<file path="src/rtl/lpm_pkg.sv">
package lpm_pkg;

  typedef enum logic [1:0] {
    IF_ACTIVE   = 2'd0,
    IF_RESET    = 2'd1,
    IF_DISABLED = 2'd2
  } if_state_t;

  // Width needed to hold the values 0..limit.
  function automatic int unsigned count_width(input int unsigned limit);
    return $clog2(limit + 1);
  endfunction

endpackage

</file>
<file path="src/rtl/lpm_sync.sv">
module lpm_sync #(
  parameter int unsigned STAGES = 2
) (
  input  logic clk,
  input  logic rst_n,
  input  logic d_i,
  output logic q_o
);
  logic [STAGES-1:0] chain;

  generate
    for (genvar i = 0; i < STAGES; i++) begin : g_stage
      if (i == 0) begin : g_first
        always_ff @(posedge clk or negedge rst_n)
          if (!rst_n) chain[0] <= 1'b0;
          else        chain[0] <= d_i;
      end else begin : g_rest
        always_ff @(posedge clk or negedge rst_n)
          if (!rst_n) chain[i] <= 1'b0;
          else        chain[i] <= chain[i-1];
      end
    end
  endgenerate

  assign q_o = chain[STAGES-1];
endmodule

</file>
<file path="src/rtl/lpm_low_timer.sv">
module lpm_low_timer #(
  parameter int unsigned RESET_CYCLES   = 129,
  parameter int unsigned DISABLE_CYCLES = 1281,
  localparam int unsigned CW = lpm_pkg::count_width(DISABLE_CYCLES)
) (
  input  logic          clk,
  input  logic          rst_n,
  input  logic          level_i,
  output logic [CW-1:0] low_count,
  output logic          reset_hit,
  output logic          disable_hit
);
  localparam logic [CW-1:0] RST_LIM = CW'(RESET_CYCLES);
  localparam logic [CW-1:0] DIS_LIM = CW'(DISABLE_CYCLES);

  // Saturating step of the low-time counter.
  function automatic logic [CW-1:0] step_count(input logic [CW-1:0] cur,
                                                input logic lvl);
    if (lvl)                 return '0;
    else if (cur >= DIS_LIM) return DIS_LIM;
    else                     return cur + CW'(1);
  endfunction

  always_ff @(posedge clk or negedge rst_n)
    if (!rst_n) low_count <= '0;
    else        low_count <= step_count(low_count, level_i);

  assign reset_hit   = (low_count >= RST_LIM);
  assign disable_hit = (low_count >= DIS_LIM);


  count_ceiling_chk: assert property (@(posedge clk) disable iff (!rst_n)
    low_count <= DIS_LIM);

  count_hold_chk: assert property (@(posedge clk) disable iff (!rst_n)
    (!level_i && disable_hit) |=> disable_hit);
endmodule

</file>
<file path="src/rtl/lpm_fsm.sv">
module lpm_fsm
  import lpm_pkg::*;
(
  input  logic      clk,
  input  logic      rst_n,
  input  logic      level_i,
  input  logic      reset_hit,
  input  logic      disable_hit,
  output if_state_t state
);
  if_state_t state_nx;

  always_comb begin
    state_nx = state;
    if (level_i) state_nx = IF_ACTIVE;
    else begin
      case (state)
        IF_ACTIVE:   if (reset_hit)   state_nx = IF_RESET;
        IF_RESET:    if (disable_hit) state_nx = IF_DISABLED;
        default:     state_nx = IF_DISABLED;
      endcase
    end
  end

  always_ff @(posedge clk or negedge rst_n)
    if (!rst_n) state <= IF_DISABLED;
    else        state <= state_nx;


  wake_to_active_chk: assert property (@(posedge clk) disable iff (!rst_n)
    level_i |=> state == IF_ACTIVE);

  no_direct_disable_chk: assert property (@(posedge clk) disable iff (!rst_n)
    state == IF_ACTIVE |=> state != IF_DISABLED);

  reset_only_from_active_chk: assert property (@(posedge clk) disable iff (!rst_n)
    (state == IF_RESET && $past(state) != IF_RESET) |-> $past(state) == IF_ACTIVE);

  state_legal_chk: assert property (@(posedge clk) disable iff (!rst_n)
    state != 2'd3);
endmodule

</file>
<file path="src/rtl/link_power_monitor.sv">
module link_power_monitor
  import lpm_pkg::*;
#(
  parameter int unsigned RESET_CYCLES   = 129,
  parameter int unsigned DISABLE_CYCLES = 1281,
  parameter int unsigned SYNC_STAGES    = 2,
  parameter int unsigned CTL_W          = 2,
  parameter int unsigned DAT_W          = 8
) (
  input  logic             clk,
  input  logic             rst_n,
  input  logic             pwr_status_i,
  input  logic [CTL_W-1:0] ctl_i,
  input  logic [DAT_W-1:0] dat_i,
  input  logic             req_i,
  output logic [1:0]       if_state,
  output logic             drive_en,
  output logic             req_mask,
  output logic             sysclk_en,
  output logic [CTL_W-1:0] ctl_o,
  output logic [DAT_W-1:0] dat_o,
  output logic             req_o
);
  localparam int unsigned CW = count_width(DISABLE_CYCLES);

  // Named internal events used by the assertions.
  logic          level_s;
  logic [CW-1:0] low_count;
  logic          reset_hit;
  logic          disable_hit;
  if_state_t     state;

  lpm_sync #(.STAGES(SYNC_STAGES)) u_sync (
    .clk(clk), .rst_n(rst_n), .d_i(pwr_status_i), .q_o(level_s)
  );

  lpm_low_timer #(
    .RESET_CYCLES(RESET_CYCLES), .DISABLE_CYCLES(DISABLE_CYCLES)
  ) u_timer (
    .clk(clk), .rst_n(rst_n), .level_i(level_s), .low_count(low_count),
    .reset_hit(reset_hit), .disable_hit(disable_hit)
  );

  lpm_fsm u_fsm (
    .clk(clk), .rst_n(rst_n), .level_i(level_s), .reset_hit(reset_hit),
    .disable_hit(disable_hit), .state(state)
  );

  assign if_state  = state;
  assign drive_en  = (state == IF_ACTIVE);
  assign req_mask  = !drive_en;
  assign sysclk_en = (state != IF_DISABLED) || level_s;
  assign ctl_o     = drive_en ? ctl_i : '0;
  assign dat_o     = drive_en ? dat_i : '0;
  assign req_o     = req_i && !req_mask;

  initial begin
    if (RESET_CYCLES == 0 || RESET_CYCLES >= DISABLE_CYCLES)
      $error("threshold parameters out of order");
  end


  lines_quiet_chk: assert property (@(posedge clk) disable iff (!rst_n)
    state != IF_ACTIVE |-> (ctl_o == '0 && dat_o == '0));

  req_ignored_chk: assert property (@(posedge clk) disable iff (!rst_n)
    state != IF_ACTIVE |-> (!req_o && req_mask));

  high_clears_count_chk: assert property (@(posedge clk) disable iff (!rst_n)
    level_s |=> low_count == '0);

  clock_wake_chk: assert property (@(posedge clk) disable iff (!rst_n)
    ($rose(level_s) && state == IF_DISABLED) |-> sysclk_en);
endmodule

</file>
<file path="config.mk">
export PLATFORM = sky130hd
export DESIGN_NAME = link_power_monitor
export DESIGN_NICKNAME = d
export VERILOG_FILES = /design/src/rtl/lpm_pkg.sv /design/src/rtl/lpm_sync.sv /design/src/rtl/lpm_low_timer.sv /design/src/rtl/lpm_fsm.sv /design/src/rtl/link_power_monitor.sv
export SDC_FILE = /design/constraint.sdc
export NUM_CORES = 1
export LEC_CHECK = 0
export BUFFER_PORTS_ARGS = -buffer_cell sky130_fd_sc_hd__buf_2
export CAP_MARGIN = 20
export CORE_MARGIN = 2
export CORE_UTILIZATION = 45
export CTS_BUF_LIST = sky130_fd_sc_hd__clkbuf_8
export DETAILED_ROUTE_END_ITERATION = 16
export PLACE_DENSITY = 0.74
export SLEW_MARGIN = 0
export SYNTH_ARGS = -nofsm -noshare
export SYNTH_HDL_FRONTEND = slang
export SYNTH_SLANG_ARGS = --single-unit
</file>
<file path="constraint.sdc">
create_clock -name clk -period 3.57 [get_ports clk]
set_clock_uncertainty 0.15 [all_clocks]
set_input_delay 0.357 -clock clk [delete_from_list [all_inputs] [get_ports clk]]
set_output_delay 0.357 -clock clk [all_outputs]
set_load 0.01 [all_outputs]
</file>
* Word-level counts from Yosys, hierarchy flattened
Index checks and enable logic that the tools add are counted.
** Storage, ports and cells
- Register bits after elaboration :: 15
- Bits of input ports :: 14
- Output and inout bits :: 16
- Logic and storage cells :: 24
** Operators by class
- Add/sub/neg operators :: 1
- Order comparisons :: 2
- Eq/ne operators :: 4
- Mux-type cells :: 8
- Reduce and logical (&&, ||, !) cells :: 5
** Operator list (count)
- 2-to-1 mux 11 bit :: 2
- adder 11 x 1 -> 11 bit (second input constant) :: 1
- >= comparator 11 bit (second input constant) :: 1
- >= comparator 11 x 8 -> 1 bit (second input constant) :: 1
- 2-to-1 mux 2 bit :: 4
- 2-to-1 mux 8 bit :: 1
- one-hot mux 2 bit (2 select lines) :: 1
- inequality test 3 x 1 -> 1 bit (second input constant) :: 1
- inequality test 3 bit (second input constant) :: 1
- equality test 2 x 1 -> 1 bit (second input constant) :: 1
- logical NOT 2 bit :: 1
- inequality test 2 bit (second input constant) :: 1
- AND reduction 2 bit :: 1
- logical AND 1 bit :: 1
- logical NOT 1 bit :: 1
- logical OR 1 bit :: 1

* Depth between registers and ports, before layout
- Depth after elaboration :: 4
- Mapped depth :: 7
- Mapped depth without buffers :: 6

* Hierarchy
A second synthesis with hierarchy kept.
** Unflattened totals
- Cell total of the unflattened synthesis :: 83
- Area, all modules :: 825.8 µm²
** By module, submodules not included
- lpm_low_timer :: times used 1, cells an instance 58, area an instance 576.8 µm², seq. area each 275.3 µm²
- link_power_monitor :: times used 1, cells an instance 16, area an instance 111.4 µm², seq. area each 0.0 µm²
- lpm_fsm :: times used 1, cells an instance 7, area an instance 87.6 µm², seq. area each 51.3 µm²
- lpm_sync :: times used 1, cells an instance 2, area an instance 50.0 µm², seq. area each 50.0 µm²

* Worst setup path after synthesis
OpenSTA, ideal clock, no wires.
- Path kind :: register to register
- Start point :: register u_timer.low_count[0]
- End point :: register u_fsm.state[0]
- Setup time :: 101 ps
- Arrival time :: 1597 ps
- Slack :: 1723 ps
- Stages on the path, launching flop included :: 7
- Path buffers :: 1
- Cell sequence :: dfrtp_1 ha_1 nor4_2 a21oi_1 or3_1 buf_6 o32ai_1
** On the way
- Word-level cells in the longest chain between the ends :: 3
** Ends and longest elaborated chain
- start: declaration :: line lpm_low_timer.sv:9 : output logic [CW-1:0] low_count,
- start signal: assignment :: line lpm_low_timer.sv:26 : else low_count <= step_count(low_count, level_i);
- >= comparator 11 bit / >= comparator 11 x 8 -> 1 bit (equally long branches) :: line lpm_low_timer.sv:29, lpm_low_timer.sv:28
- inequality test 3 bit (no source line) / inequality test 3 x 1 -> 1 bit (equally long branches)
- AND reduction 2 bit (no source line) (*)
- end signal: assignment :: line lpm_fsm.sv:27 : else state <= state_nx;
- end: declaration :: line lpm_fsm.sv:9 : output if_state_t state
Every way passes the cells marked *; elsewhere a longest branch is shown, timed or not.
A chain may end at the register's enable or synchronous reset.

* Worst setup path after layout
Ends and elaborated chain as after synthesis.

==> impl_metrics.tcl <==
set metrics [dict create \
    status "completed" \
    finalCriticalPeriod_ns 2.13 \
    r2r.worst_path.cells 5 \
    synth_edf_count 0 \
    critPathLaunchType "flip-flop" \
    fin_crit_sh_pct 59.7 \
    p_switching_mw 0.0834 \
    dieHeight_microns 47.0 \
    synth_cell_type_count 25 \
    setup-tns-final_ns 0 \
    fmax_ghz 0.469 \
    path_buf_inv 0 \
    wl_mm 1.62 \
    cts_tree "built" \
    grt_pass1_wl_mm 2.63 \
    cp.required_ns 3.57 \
    synth_seq_cells 15 \
    synth_area_leaders "dfrtp_1 42%, and2_1 8.3%, nor2_2 5.3%" \
    clkTransAtPathRegs_ns 0.06 \
    finalSetupViolCount 0 \
    synth_ff_type "dfrtp_1" \
    ys_seq_area_share_pct 45.3 \
    syn_to_final_growth_pct 26.5 \
    die_w_microns 47.0 \
    report.final.hold_viol_count 0 \
    crit_arrival_ns 2.13 \
    die_area_sq_um 2210 \
    async_reset_ff_share_pct 100 \
    utilization_pct 60.9 \
    crit_chain "ha_1 -> nor4_2 -> a21oi_1 -> or3_1 -> o32ai_1" \
    min_path_cells 1 \
    portBuffers 29 \
    p_comb_share_pct 10.2 \
    ios 30 \
    clockRootBuffer "clkbuf_8" \
    max_slew_margin_pct 71.7 \
    yosys.area.top_type "dfrtp_1" \
    syn_area_per_cell_sq_um 9.55 \
    crit_slowest_cell "or3_1" \
    synthTopCellsByCount "14 x dfrtp_1, 11 x and2_1, 7 x nand3_1, 7 x nor2_2" \
    drc 0 \
    p_clk_share_pct 38.7 \
    cts.sinks 15 \
    core_area_sq_um 1730 \
    ant_nets 0 \
    yosys_warnings 0 \
    netlist.area_leader.share_pct 42.2 \
    num_rows 15 \
    fin_total_pwr_mw 0.354 \
    hold_ws_ns 0.0649 \
    syn-instance-count 87 \
    synth_most_common_cell "dfrtp_1" \
    htreeDepth 1 \
    fin_cells 144 \
    maxCapViolCount 0 \
    grt_overflow 0 \
    via_count 710 \
    path_class "reg -> reg" \
    p_int_mw 0.270 \
    clk_latency_ns 0.24 \
    hold_path_class "in -> reg" \
    final_max_slew_viol_count 0 \
    p_per_area_nw_per_um2 336 \
    max_stage_delay_ns 0.56 \
    p_leak_nw 0.468 \
    worst-path-max-fanout 9 \
    cp_num_cells 5 \
    synth.net_count 103 \
    grt_max_degree 16 \
    grt_setup_unrepaired "false" \
    antenna_found_initial 0 \
    num_antenna_cells 0 \
    gp_congestion 0.810 \
    start_util_pct 48.1 \
    dp_hpwl_mm 1.30 \
    fin_nets 136 \
    crit_family "simple AND/OR/NAND/NOR gates" \
    sw_frac_of_total_pct 23.6 \
    drt-wirelength-per-cell_microns 11.2 \
    dpl.cell_count 139 \
    dr.pass1.iters 4 \
    cts_buffers 3 \
    p_seq_share_pct 51.0 \
    layout-drive-gt1-share_pct 37.0 \
    grt_use_total_pct 17.3 \
    drt_iter0_drc 14 \
    synth.cell_area_sq_um 831 \
    worst_pin_slew_ns 0.425 \
    cts_buffer_depth 2 \
    vias_per_cell 4.93 \
    critPathCaptureType "flip-flop" \
    vdd_ir_drop_max_v 0.000339 \
    grt_pass1_vias 607 \
]
==> cell type report <==
| type | count | area [sq um] |
|---|---|---|
| fillers | 162 | 676 |
| multi-input cells | 64 | 417 |
| flip-flops and latches | 15 | 377 |
| repair buffers | 30 | 155 |
| clock buffers | 3 | 41.3 |
| well taps | 25 | 31.3 |
| inverters | 6 | 22.5 |
| clock inverters | 1 | 7.51 |
==> repair_timing <==
item                      in CTS  in global routing
hold buffers                   1                  0
gates resized for setup        0                  0
buffers inserted               0                  0
hold endpoints to repair      14                  0
==> power groups by stage <==
stage	registers (mW)	clock network, mW	logic (mW)
6_report	0.180	0.137	0.0362
5_1_grt	0.181	0.149	0.0411
4_1_cts	0.180	0.142	0.0369
3_5_place_dp	0.184	0	0.0360
3_3_place_gp	0.183	0	0.0351
2_1_floorplan	0.182	0	0.0197
==> cell families after synthesis <==
logic type	synth area share [%]
and+or+nand+nor	31.5
xor gates and xnor gates	8.43
adders and majority gates	3.01
AOI/OAI and AO/OA	7.23
DFF	45.3
buffers and inverters	4.52
==> cell usage in the layout (no fill, tap or decap) <==
master,count
a21oi_1,6
and2_1,11
and3_1,1
buf_2,29
clkbuf_8,3
clkinvlp_4,1
dfrtp_1,14
dfstp_2,1
dlygate4sd3_1,1
ha_1,2
inv_1,6
nand2_1,4
nand3_1,7
nand4bb_1,1
nor2_1,4
nor2_2,7
nor3_1,3
nor4_2,2
o21ai_0,1
o31a_1,1
o31ai_1,1
o32ai_1,1
or2_2,1
or3_1,2
or4_1,1
xnor2_1,5
xor2_1,3
==> per-stage QoR <==
step	cell area (sq um)	setup slack (ns)
3_3_place_gp	992	1.54
5_1_grt	1050	1.34
6_report	1050	1.44
3_5_place_dp	992	1.46
4_1_cts	1050	1.43
2_1_floorplan	831	1.72
==> layer usage <==
metal  track usage, %  wire length [microns]  vias to the layer above  part of all wire (%)
li1                 -                      -                      357                     -
met1             20.6                    725                      321                    45
met2             29.3                    736                       30                    45
met3             6.54                    140                        2                   8.6
met4             5.00                     16                        0                  0.99
met5                0                      0                        -                     0
==> path summary, 6_finish.rpt <==
check / startpoint / to / slack (ns)
max: u_timer.low_count[0] / u_fsm.state[0] / 1.44
min: pwr_status_i / u_sync.chain[0] / 0.06
max in group asynchronous: rst_n / u_fsm.state[1] / 2.58
min reg2reg: u_sync.chain[0] / u_sync.q_o / 0.20
min in group asynchronous: rst_n / u_timer.low_count[1] / 0.39
max reg2reg: u_timer.low_count[0] / u_fsm.state[0] / 1.44
==> registers in the layout, indices dropped and copies added (netlist names) <==
| signal | flops |
|---|---|
| u_timer.low_count | 11 |
| u_sync.chain | 1 |
| u_fsm.state | 2 |
| u_sync.q_o | 1 |
(Power assumes the default switching activity.)
